===== src/rtl/wdog_mon.sv =====
`timescale 1ns/1ps
module wdog_mon #(
  parameter int          GAP_MAX     = 15,
  parameter int          SYNC_STAGES = 2,
  parameter logic [7:0]  KEY_FIRST   = 8'hB4,
  parameter logic [7:0]  KEY_SECOND  = 8'h2C
) (
  input  logic       clk,
  input  logic       rst_n,
  input  logic [1:0] bus_addr,
  input  logic       bus_we,
  input  logic [7:0] bus_wdata,
  output logic [7:0] bus_rdata,
  output logic       bus_err,
  input  logic       ext_in,
  output logic       fault_out,
  output logic       irq
);
  localparam int GW = $clog2(GAP_MAX + 1);
  localparam logic [1:0] A_CTL = 2'd0, A_SVC = 2'd1, A_LO = 2'd2, A_HI = 2'd3;

  logic en_q, pol_q, pin_en_q, irq_en_q;
  logic ctl_lock_q, lo_lock_q, hi_lock_q;
  logic [7:0] cmp_lo_q, cmp_hi_q, cnt_q;
  logic armed_q;
  logic [GW-1:0] gap_q;
  logic fault_q;
  logic [SYNC_STAGES-1:0] sync_q;

  logic wr_ctl, wr_svc, wr_lo, wr_hi;
  logic ctl_take, ctl_bad, lo_bad, hi_bad;
  logic svc_wr, gap_late, first_bad, second_ok, second_bad;
  logic svc_early, expired, pin_hit, fault_set;

  assign wr_ctl = bus_we && bus_addr == A_CTL;
  assign wr_svc = bus_we && bus_addr == A_SVC;
  assign wr_lo  = bus_we && bus_addr == A_LO;
  assign wr_hi  = bus_we && bus_addr == A_HI;

  assign ctl_take = wr_ctl && !ctl_lock_q;
  assign ctl_bad  = wr_ctl && ctl_lock_q && (bus_wdata[2:0] != {pin_en_q, pol_q, en_q});
  assign lo_bad   = wr_lo && lo_lock_q;
  assign hi_bad   = wr_hi && hi_lock_q;
  assign bus_err  = ctl_bad || lo_bad || hi_bad;

  assign svc_wr     = wr_svc && en_q;
  assign gap_late   = armed_q && (gap_q == GW'(GAP_MAX));
  assign first_bad  = svc_wr && !armed_q && bus_wdata != KEY_FIRST;
  assign second_ok  = svc_wr && armed_q && !gap_late && bus_wdata == KEY_SECOND;
  assign second_bad = svc_wr && armed_q && !gap_late && bus_wdata != KEY_SECOND;
  assign svc_early  = second_ok && cnt_q < cmp_lo_q;
  assign expired    = en_q && cnt_q > cmp_hi_q;
  assign pin_hit    = en_q && pin_en_q && (sync_q[SYNC_STAGES-1] == pol_q);
  assign fault_set  = first_bad || second_bad || gap_late || svc_early || expired || pin_hit;

  always_ff @(posedge clk or negedge rst_n) begin
    if (!rst_n) begin
      en_q <= 1'b0;
      pol_q <= 1'b0;
      pin_en_q <= 1'b0;
      irq_en_q <= 1'b0;
      ctl_lock_q <= 1'b0;
    end else if (wr_ctl) begin
      irq_en_q <= bus_wdata[3];
      if (ctl_take) begin
        en_q <= bus_wdata[0];
        pol_q <= bus_wdata[1];
        pin_en_q <= bus_wdata[2];
        ctl_lock_q <= 1'b1;
      end
    end
  end

  always_ff @(posedge clk or negedge rst_n) begin
    if (!rst_n) begin
      cmp_lo_q <= 8'h00;
      cmp_hi_q <= 8'hFF;
      lo_lock_q <= 1'b0;
      hi_lock_q <= 1'b0;
    end else begin
      if (wr_lo && !lo_lock_q) begin
        cmp_lo_q <= bus_wdata;
        lo_lock_q <= 1'b1;
      end
      if (wr_hi && !hi_lock_q) begin
        cmp_hi_q <= bus_wdata;
        hi_lock_q <= 1'b1;
      end
    end
  end

  always_ff @(posedge clk or negedge rst_n) begin
    if (!rst_n) begin
      armed_q <= 1'b0;
      gap_q <= '0;
    end else if (gap_late) begin
      armed_q <= 1'b0;
      gap_q <= '0;
    end else if (svc_wr) begin
      armed_q <= !armed_q && bus_wdata == KEY_FIRST;
      gap_q <= '0;
    end else if (armed_q) begin
      gap_q <= gap_q + 1'b1;
    end
  end

  always_ff @(posedge clk or negedge rst_n) begin
    if (!rst_n)
      cnt_q <= 8'h00;
    else if ((ctl_take && bus_wdata[0]) || second_ok)
      cnt_q <= 8'h00;
    else if (en_q && cnt_q != 8'hFF)
      cnt_q <= cnt_q + 8'd1;
  end

  always_ff @(posedge clk or negedge rst_n) begin
    if (!rst_n) begin
      sync_q <= '0;
      fault_q <= 1'b0;
    end else begin
      sync_q <= {sync_q[SYNC_STAGES-2:0], ext_in};
      if (fault_set) fault_q <= 1'b1;
    end
  end

  assign fault_out = fault_q;
  assign irq = fault_q && irq_en_q;

  always_comb begin
    case (bus_addr)
      A_CTL:   bus_rdata = {4'b0000, irq_en_q, pin_en_q, pol_q, en_q};
      A_LO:    bus_rdata = cmp_lo_q;
      A_HI:    bus_rdata = cmp_hi_q;
      default: bus_rdata = 8'h00;
    endcase
  end
endmodule



===== config.mk =====
export PLATFORM = sky130hd
export DESIGN_NAME = wdog_mon
export DESIGN_NICKNAME = d
export VERILOG_FILES = /design/src/rtl/wdog_mon.sv
export SDC_FILE = /design/constraint.sdc
export NUM_CORES = 1
export LEC_CHECK = 0
export ABC_AREA = 0
export BUFFER_PORTS_ARGS = -buffer_cell sky130_fd_sc_hd__buf_2
export CAP_MARGIN = 20
export CORE_MARGIN = 2
export CORE_UTILIZATION = 52
export CTS_BUF_LIST = sky130_fd_sc_hd__clkbuf_8
export CTS_CLUSTER_SIZE = 24
export DETAILED_ROUTE_END_ITERATION = 8
export PLACE_DENSITY_LB_ADDON = 0.15
export SETUP_SLACK_MARGIN = 0.2
export SLEW_MARGIN = 20
export SYNTH_ARGS = -nofsm -noshare
export SYNTH_HDL_FRONTEND = slang
export SYNTH_SLANG_ARGS = --single-unit

===== constraint.sdc =====
create_clock -name clk -period 2.81 [get_ports clk]
set_clock_uncertainty 0.2 [all_clocks]
set_input_delay 0.281 -clock clk [delete_from_list [all_inputs] [get_ports clk]]
set_output_delay 0.281 -clock clk [all_outputs]
set_load 0.01 [all_outputs]

==> results of run 1 <==
[worst max-delay path, cell delays in order, from the launching register on]
cell,delay (ns)
dfrtp_1,0.48
xor2_1,0.20
o311ai_0,0.36
a21boi_0,0.14
buf_2,0.16
[flip-flops by register name, indices dropped and copies added, names as in the netlist]
name	count
cmp_hi_q	8
cmp_lo_q	8
cnt_q	8
gap_q	4
sync_q	2
armed_q	1
ctl_lock_q	1
en_q	1
fault_out	1
hi_lock_q	1
irq_en_q	1
lo_lock_q	1
pin_en_q	1
pol_q	1
[worst paths after layout]
check,slack (ns),cells after the start,to,start
worst max-delay path,0.70,4,bus_err,en_q
worst min-delay path,0.05,3,cmp_lo_q[3],bus_wdata[3]
worst max register to register,0.74,7,fault_out,cmp_hi_q[1]
worst min register to register,0.18,0,sync_q[1],sync_q[0]
max in group asynchronous,1.44,2,gap_q[1],rst_n
min in group asynchronous,0.44,2,hi_lock_q,rst_n
[repair_timing]
action                    in CTS  in global routing
hold endpoints to repair      32                  0
buffers inserted               0                  0
hold buffers                   2                  0
[synthesized netlist by cell type (2+ instances only)]
cell type,n
a21oi_1,8
a22o_1,4
clkbuf_1,4
dfrtp_1,31
dfstp_2,8
ha_1,17
inv_1,18
mux2_2,14
mux2i_1,5
nand2_1,21
nand2b_1,2
nand3_1,8
nand4_1,4
nand4b_1,2
nor2_1,17
nor2b_1,6
nor3_1,3
nor4_1,2
o211ai_1,2
o21ai_0,15
or2_2,2
xnor2_1,6
xor2_1,5
[kinds of logic (layout without fill, tap and decap cells)]
| group | count (synthesis) | count (layout) | share of synthesized area |
|---|---|---|---|
| AOI/OAI and AO/OA | 42 | 42 | 0.1205 |
| muxes | 19 | 19 | 0.09131 |
| adders and majority gates | 17 | 17 | 0.09351 |
| xor gates and xnor gates | 11 | 11 | 0.04235 |
| DFF | 39 | 39 | 0.4334 |
| buffers and inverters | 25 | 53 | 0.04345 |
| and+or+nand+nor | 77 | 77 | 0.1755 |
[layout make-up]
cell class	count	area, um^2	share of cell area
repair buffers	27	147.6	0.05819
clock buffers	5	68.82	0.02712
multi-input cells	166	1190	0.4689
inverters	18	67.56	0.02663
flip-flops and latches	39	985.9	0.3886
clock inverters	3	12.51	0.004931
well taps	52	65.06	0.02564
[metal layers]
layer	wire [um]	up-vias	track usage	part of all wire
li1	-	867	-	-
met1	2283	811	0.2928	0.47
met2	2245	35	0.3683	0.47
met5	0	-	0	0
met4	92	0	0.07479	0.019
met3	204	8	0.04473	0.042
[power by group]
group	leakage, nW	switching (mW)	internal, mW
logic	0.638	0.351	0.331
clock network	0.0505	0.186	0.167
registers	0.449	0.158	0.718
[through the flow]
stage / hold WS [ns] / power (mW) / setup slack (ns) / util
finish: 0.05144 / 1.911 / 0.6989 / 0.5909
global route: 0.06197 / 2.082 / 0.5379 / 0.5909
CTS: 0.04750 / 1.931 / 0.6864 / 0.5909
detailed placement: 0.1608 / 1.566 / 0.7613 / 0.5673
global placement: 0.1317 / 1.547 / 0.7924 / 0.5673
floorplan: -0.2146 / 1.356 / 0.8347 / -
==> metrics.txt, run 1 <==
Final ANT Viol Nets 0; # resized after CTS 0; Wirelength per Cell 15.57 um; Initial Util 0.5297; Crit. End Element output pin; largest net degree at the start of global routing 40; vias in the first global route 1782; unrepaired setup endpoints after global routing no; Pwr Density 752.9 nW/um^2; initial antenna violation count 0; number of max-cap violations 0; global-route wire length before repair 8.445 mm; H-tree level count 2; Synth Cell Area 2275 um^2; outcome complete, no violations; via count 1721; Ys Warns 0; Core ar. 4294 um^2; commonest non-fill, non-tap cell in the layout dfrtp_1; ys flop type dfrtp_1; ranking of synthesized cells by area dfrtp_1, ha_1, dfstp_2, mux2_2, nand2_1; post-synthesis sequential area ratio 0.4334; # diodes 0; cts bufs inserted 5; 1st-pass router iterations 4; Initial DRC Count 98; Async S/R FF share, synth 1.000; GRT Util Overall 0.2225; layout cells sized above 1 0.2248; Worst Max-Slew Pin Slew 0.8333 ns; total global routing overflow 0; fmax 0.4737 GHz; CTS tree done; Clock Sinks 39; GPL Wtd Cong 0.8422; Final HPWL DP 3.610 mm; most frequent cells in the layout dfrtp_1, buf_2, nand2_1; syn avg cell area 9.890 um^2; relative slew slack 0.4445; final hold viol count 0; Sum Neg Setup Slack 0 ns; Yosys cell types 49; Synth top area share 0.3410; CTS max path bufs 2; filler cell count 390; Post-synth EDFFs 0; Layout Cells excl Fill 310; Die Span X 70.14 um; Required @ worst endpoint 2.33 ns; Placed Cells 300; Cells after Synth 230; Final Max Tran Viols 0; final setup fails 0; Residual DRC 0; Post-Syn Nets 261; Synth area leader dfrtp_1; crit path DAT 1.63 ns; final worst path period share 0.7513; I/O pins 25; Die ar. 4920 um^2; Crit Path Category flip-flop to output pin; Setup crit start kind flip-flop; std cell rows 24; worst hold path type primary input to flip-flop; Placed Area 2436 um^2; CTS clk-pin slew, worst paths 0.07 ns; DRT Wirelength 4.826 mm; nets 288; final instance area 2537 um^2; Avg Vias per Cell 5.552; worst skew pair latency 0.29 ns; Syn-to-layout area delta 11.55%; register bit total from synthesis 39; fin crit period 2.111 ns; Die H 70.14 um; Peak VDD IR 418.2 uV; leak pwr 1.138 nW; I/O Buffers 24; CTS Root Cell clkbuf_8; Worst Path Max Fanout 7
No activity file was read; power rests on OpenSTA's default activity.
==> run 2, diff against run 1 <==
--- a/config.mk
+++ b/config.mk
@@ -5,7 +5,7 @@
 export SDC_FILE = /design/constraint.sdc
 export NUM_CORES = 1
 export LEC_CHECK = 0
-export ABC_AREA = 0
+export ABC_AREA = 1
 export BUFFER_PORTS_ARGS = -buffer_cell sky130_fd_sc_hd__buf_2
 export CAP_MARGIN = 20
 export CORE_MARGIN = 2
==> constraint.sdc (replaced) <==
create_clock -name clk -period 2.2 [get_ports clk]
set_clock_uncertainty 0.2 [all_clocks]
set_input_delay 0.22 -clock clk [delete_from_list [all_inputs] [get_ports clk]]
set_output_delay 0.22 -clock clk [all_outputs]
set_load 0.01 [all_outputs]
==> run 2 against run 1 <==
Combinational power decreased by 86%. Highest routed layer unchanged. Synthesized area increased by 12%. Critical path type unchanged. Non-clock buffer count increased by 4. Clock-buffer cell count unchanged. Largest cell class unchanged. Die area increased by 11%. Global-route usage increased by 0.55 points.
==> metrics.txt, run 2 <==
CTS tree done; Avg Vias per Cell 4.900; most frequent CP cell nand3_1; Post-Syn Nets 360; Core ar. 4723 um^2; Worst Path Max Fanout 6; relative slew slack 0.7085; unrepaired setup endpoints after global routing no; vias in the first global route 2063; worst hold path type primary input to flip-flop; cell family with most CP delay flip-flops; final hold viol count 0; Residual DRC 0; most frequent cells in the layout nand2_1, inv_1, dfrtp_1; Multi-input gate area 1320 um^2; Largest regs cmp_hi_q (8), cmp_lo_q (8), cnt_q (8); GPL Wtd Cong 0.8658; Worst Max-Slew Pin Slew 0.4372 ns; CP max stage delay 0.49 ns; Crit Path Category flip-flop to output pin; std cell rows 25; Synth Cell Area 2546 um^2; Die H 73.98 um; Pwr Density 526.0 nW/um^2; initial antenna violation count 0; # resized after CTS 0; hold_ws 0.01799 ns; pre-CTS setup slack 0.5037 ns; Die ar. 5472 um^2; fmax 0.5613 GHz; CP max stage cell dfrtp_1; filler cell count 422; Cells after Synth 329; I/O pins 25; crit path DAT 1.36 ns; Required @ worst endpoint 1.78 ns; Final Max Tran Viols 0; CP cell instances xnor2_1 -> nand3_1 -> nand4_1 -> nand3_1 -> buf_2; Initial Util 0.5391; commonest non-fill, non-tap cell in the layout nand2_1; Ys Warns 0; Sum Neg Setup Slack 0 ns; final worst path period share 0.8098; outcome complete, no violations; CTS Root Cell clkbuf_8; Syn-to-layout area delta 14.59%; Wirelength per Cell 12.31 um; Clock Sinks 39; Yosys cell types 31; Crit. End Element output pin; final worst slack 0.4184 ns; CTS clk-pin slew, worst paths 0.08 ns; Die Span X 73.98 um; via count 2117; Buf/Inv on CP 1; Synth area leader dfrtp_1; I/O Buffers 24; syn avg cell area 7.739 um^2; DRT Wirelength 5.320 mm; Final HPWL DP 4.074 mm; CTS max path bufs 2; fin crit period 1.782 ns; final setup fails 0; Layout Cells excl Fill 432; leak pwr 1.441 nW; Synth top area share 0.3047; Peak VDD IR 339.8 uV; fin util 0.6177; Initial DRC Count 66; largest net degree at the start of global routing 21; number of max-cap violations 0; Setup crit start kind flip-flop; ranking of synthesized cells by area dfrtp_1, nand2_1, ha_1, dfstp_2, inv_1; global-route wire length before repair 9.411 mm; # diodes 0; synth cell count leaders nand2_1, inv_1, dfrtp_1; Post-synth EDFFs 0; post-synthesis sequential area ratio 0.3872; layout cells sized above 1 0.2247; Async S/R FF share, synth 1.000; Final ANT Viol Nets 0; worst skew pair latency 0.29 ns; register area 985.9 um^2; count leader, synth nand2_1; register bit total from synthesis 39; ys flop type dfrtp_1; GRT Util Overall 0.2280; cts bufs inserted 5; 1st-pass router iterations 4; Placed Cells 419; total global routing overflow 0; H-tree level count 2; nets 395
-- run 2: cell count changes in the layout (fill, tap and decap cells not counted), sizes merged, moves of 3 or more --
| cell | change |
|---|---|
| mux2i | -5 |
| a22o | -4 |
| o21ai | +8 |
| mux2 | -14 |
| nand2 | +84 |
| inv | +36 |
| o22ai | +4 |
| o221ai | +3 |
| nand3 | +13 |
| xor2 | -4 |
| nor2 | +14 |
| nor2b | -6 |
| dlygate4sd3 | +3 |
-- run 2: worst paths after layout --
path,from,end,slack [ns],cells past startpoint
worst max-delay path,en_q,bus_err,0.42,5
worst min-delay path,bus_wdata[6],cmp_hi_q[6],0.02,3
worst max register to register,cnt_q[1],cnt_q[4],0.48,9
worst min register to register,sync_q[0],sync_q[1],0.15,0
max in group asynchronous,rst_n,cmp_hi_q[7],1.02,3
min in group asynchronous,rst_n,gap_q[3],0.19,2
-- run 2: through the flow --
stage               power (mW)  area (um^2)
CTS                      1.556         2918
global placement        0.8319         2735
floorplan               0.7799         2546
detailed placement      0.8326         2735
global route             1.600         2918
finish                   1.535         2918
-- run 2: logic make-up (layout without fill, tap and decap cells) --
kind of cell | count (synthesis) | in the layout | synth area share
xor+xnor | 5 | 5 | 0.01720
buf+inv | 59 | 95 | 0.09435
fa+ha+maj | 17 | 17 | 0.08354
flops | 39 | 39 | 0.3872
simple gates | 165 | 165 | 0.2929
compound gates | 44 | 44 | 0.1248
-- run 2: area by class of cell --
class,instances,share of cell area
clock buffers,5,0.02358
clock inverters,3,0.02187
inverters,56,0.07204
multi-input cells,231,0.4524
flip-flops and latches,39,0.3379
well taps,67,0.02873
repair buffers,31,0.06346
-- run 2: worst register-to-register path, cell delays in order (launching register included) --
cell	delay (ns)
dfrtp_1	0.44
ha_1	0.26
inv_1	0.07
nor2_2	0.14
nand2_1	0.09
nand2_2	0.10
inv_2	0.11
nand3_1	0.09
nand2_1	0.06
nor2_1	0.09
-- run 2: repair_timing --
| item | CTS | global route |
|---|---|---|
| hold endpoints to repair | 22 | 0 |
| buffers inserted | 0 | 0 |
| hold buffers | 5 | 0 |
-- run 2: routing by layer --
metal | wire length [um] | part of all wire | track usage | vias to the layer above
met1 | 2528 | 0.48 | 0.3110 | 949
met2 | 2507 | 0.47 | 0.3690 | 42
met5 | 0 | 0 | 0 | -
met3 | 201 | 0.038 | 0.04472 | 8
li1 | - | - | - | 1118
met4 | 82 | 0.015 | 0.07071 | 0
-- run 2: power by group --
group	total [mW]	switching, mW	internal [mW]
Sequential	0.725	0.00364	0.722
Clock	0.711	0.262	0.449
Combinational	0.0985	0.0645	0.0340
Total	1.53	0.330	1.20
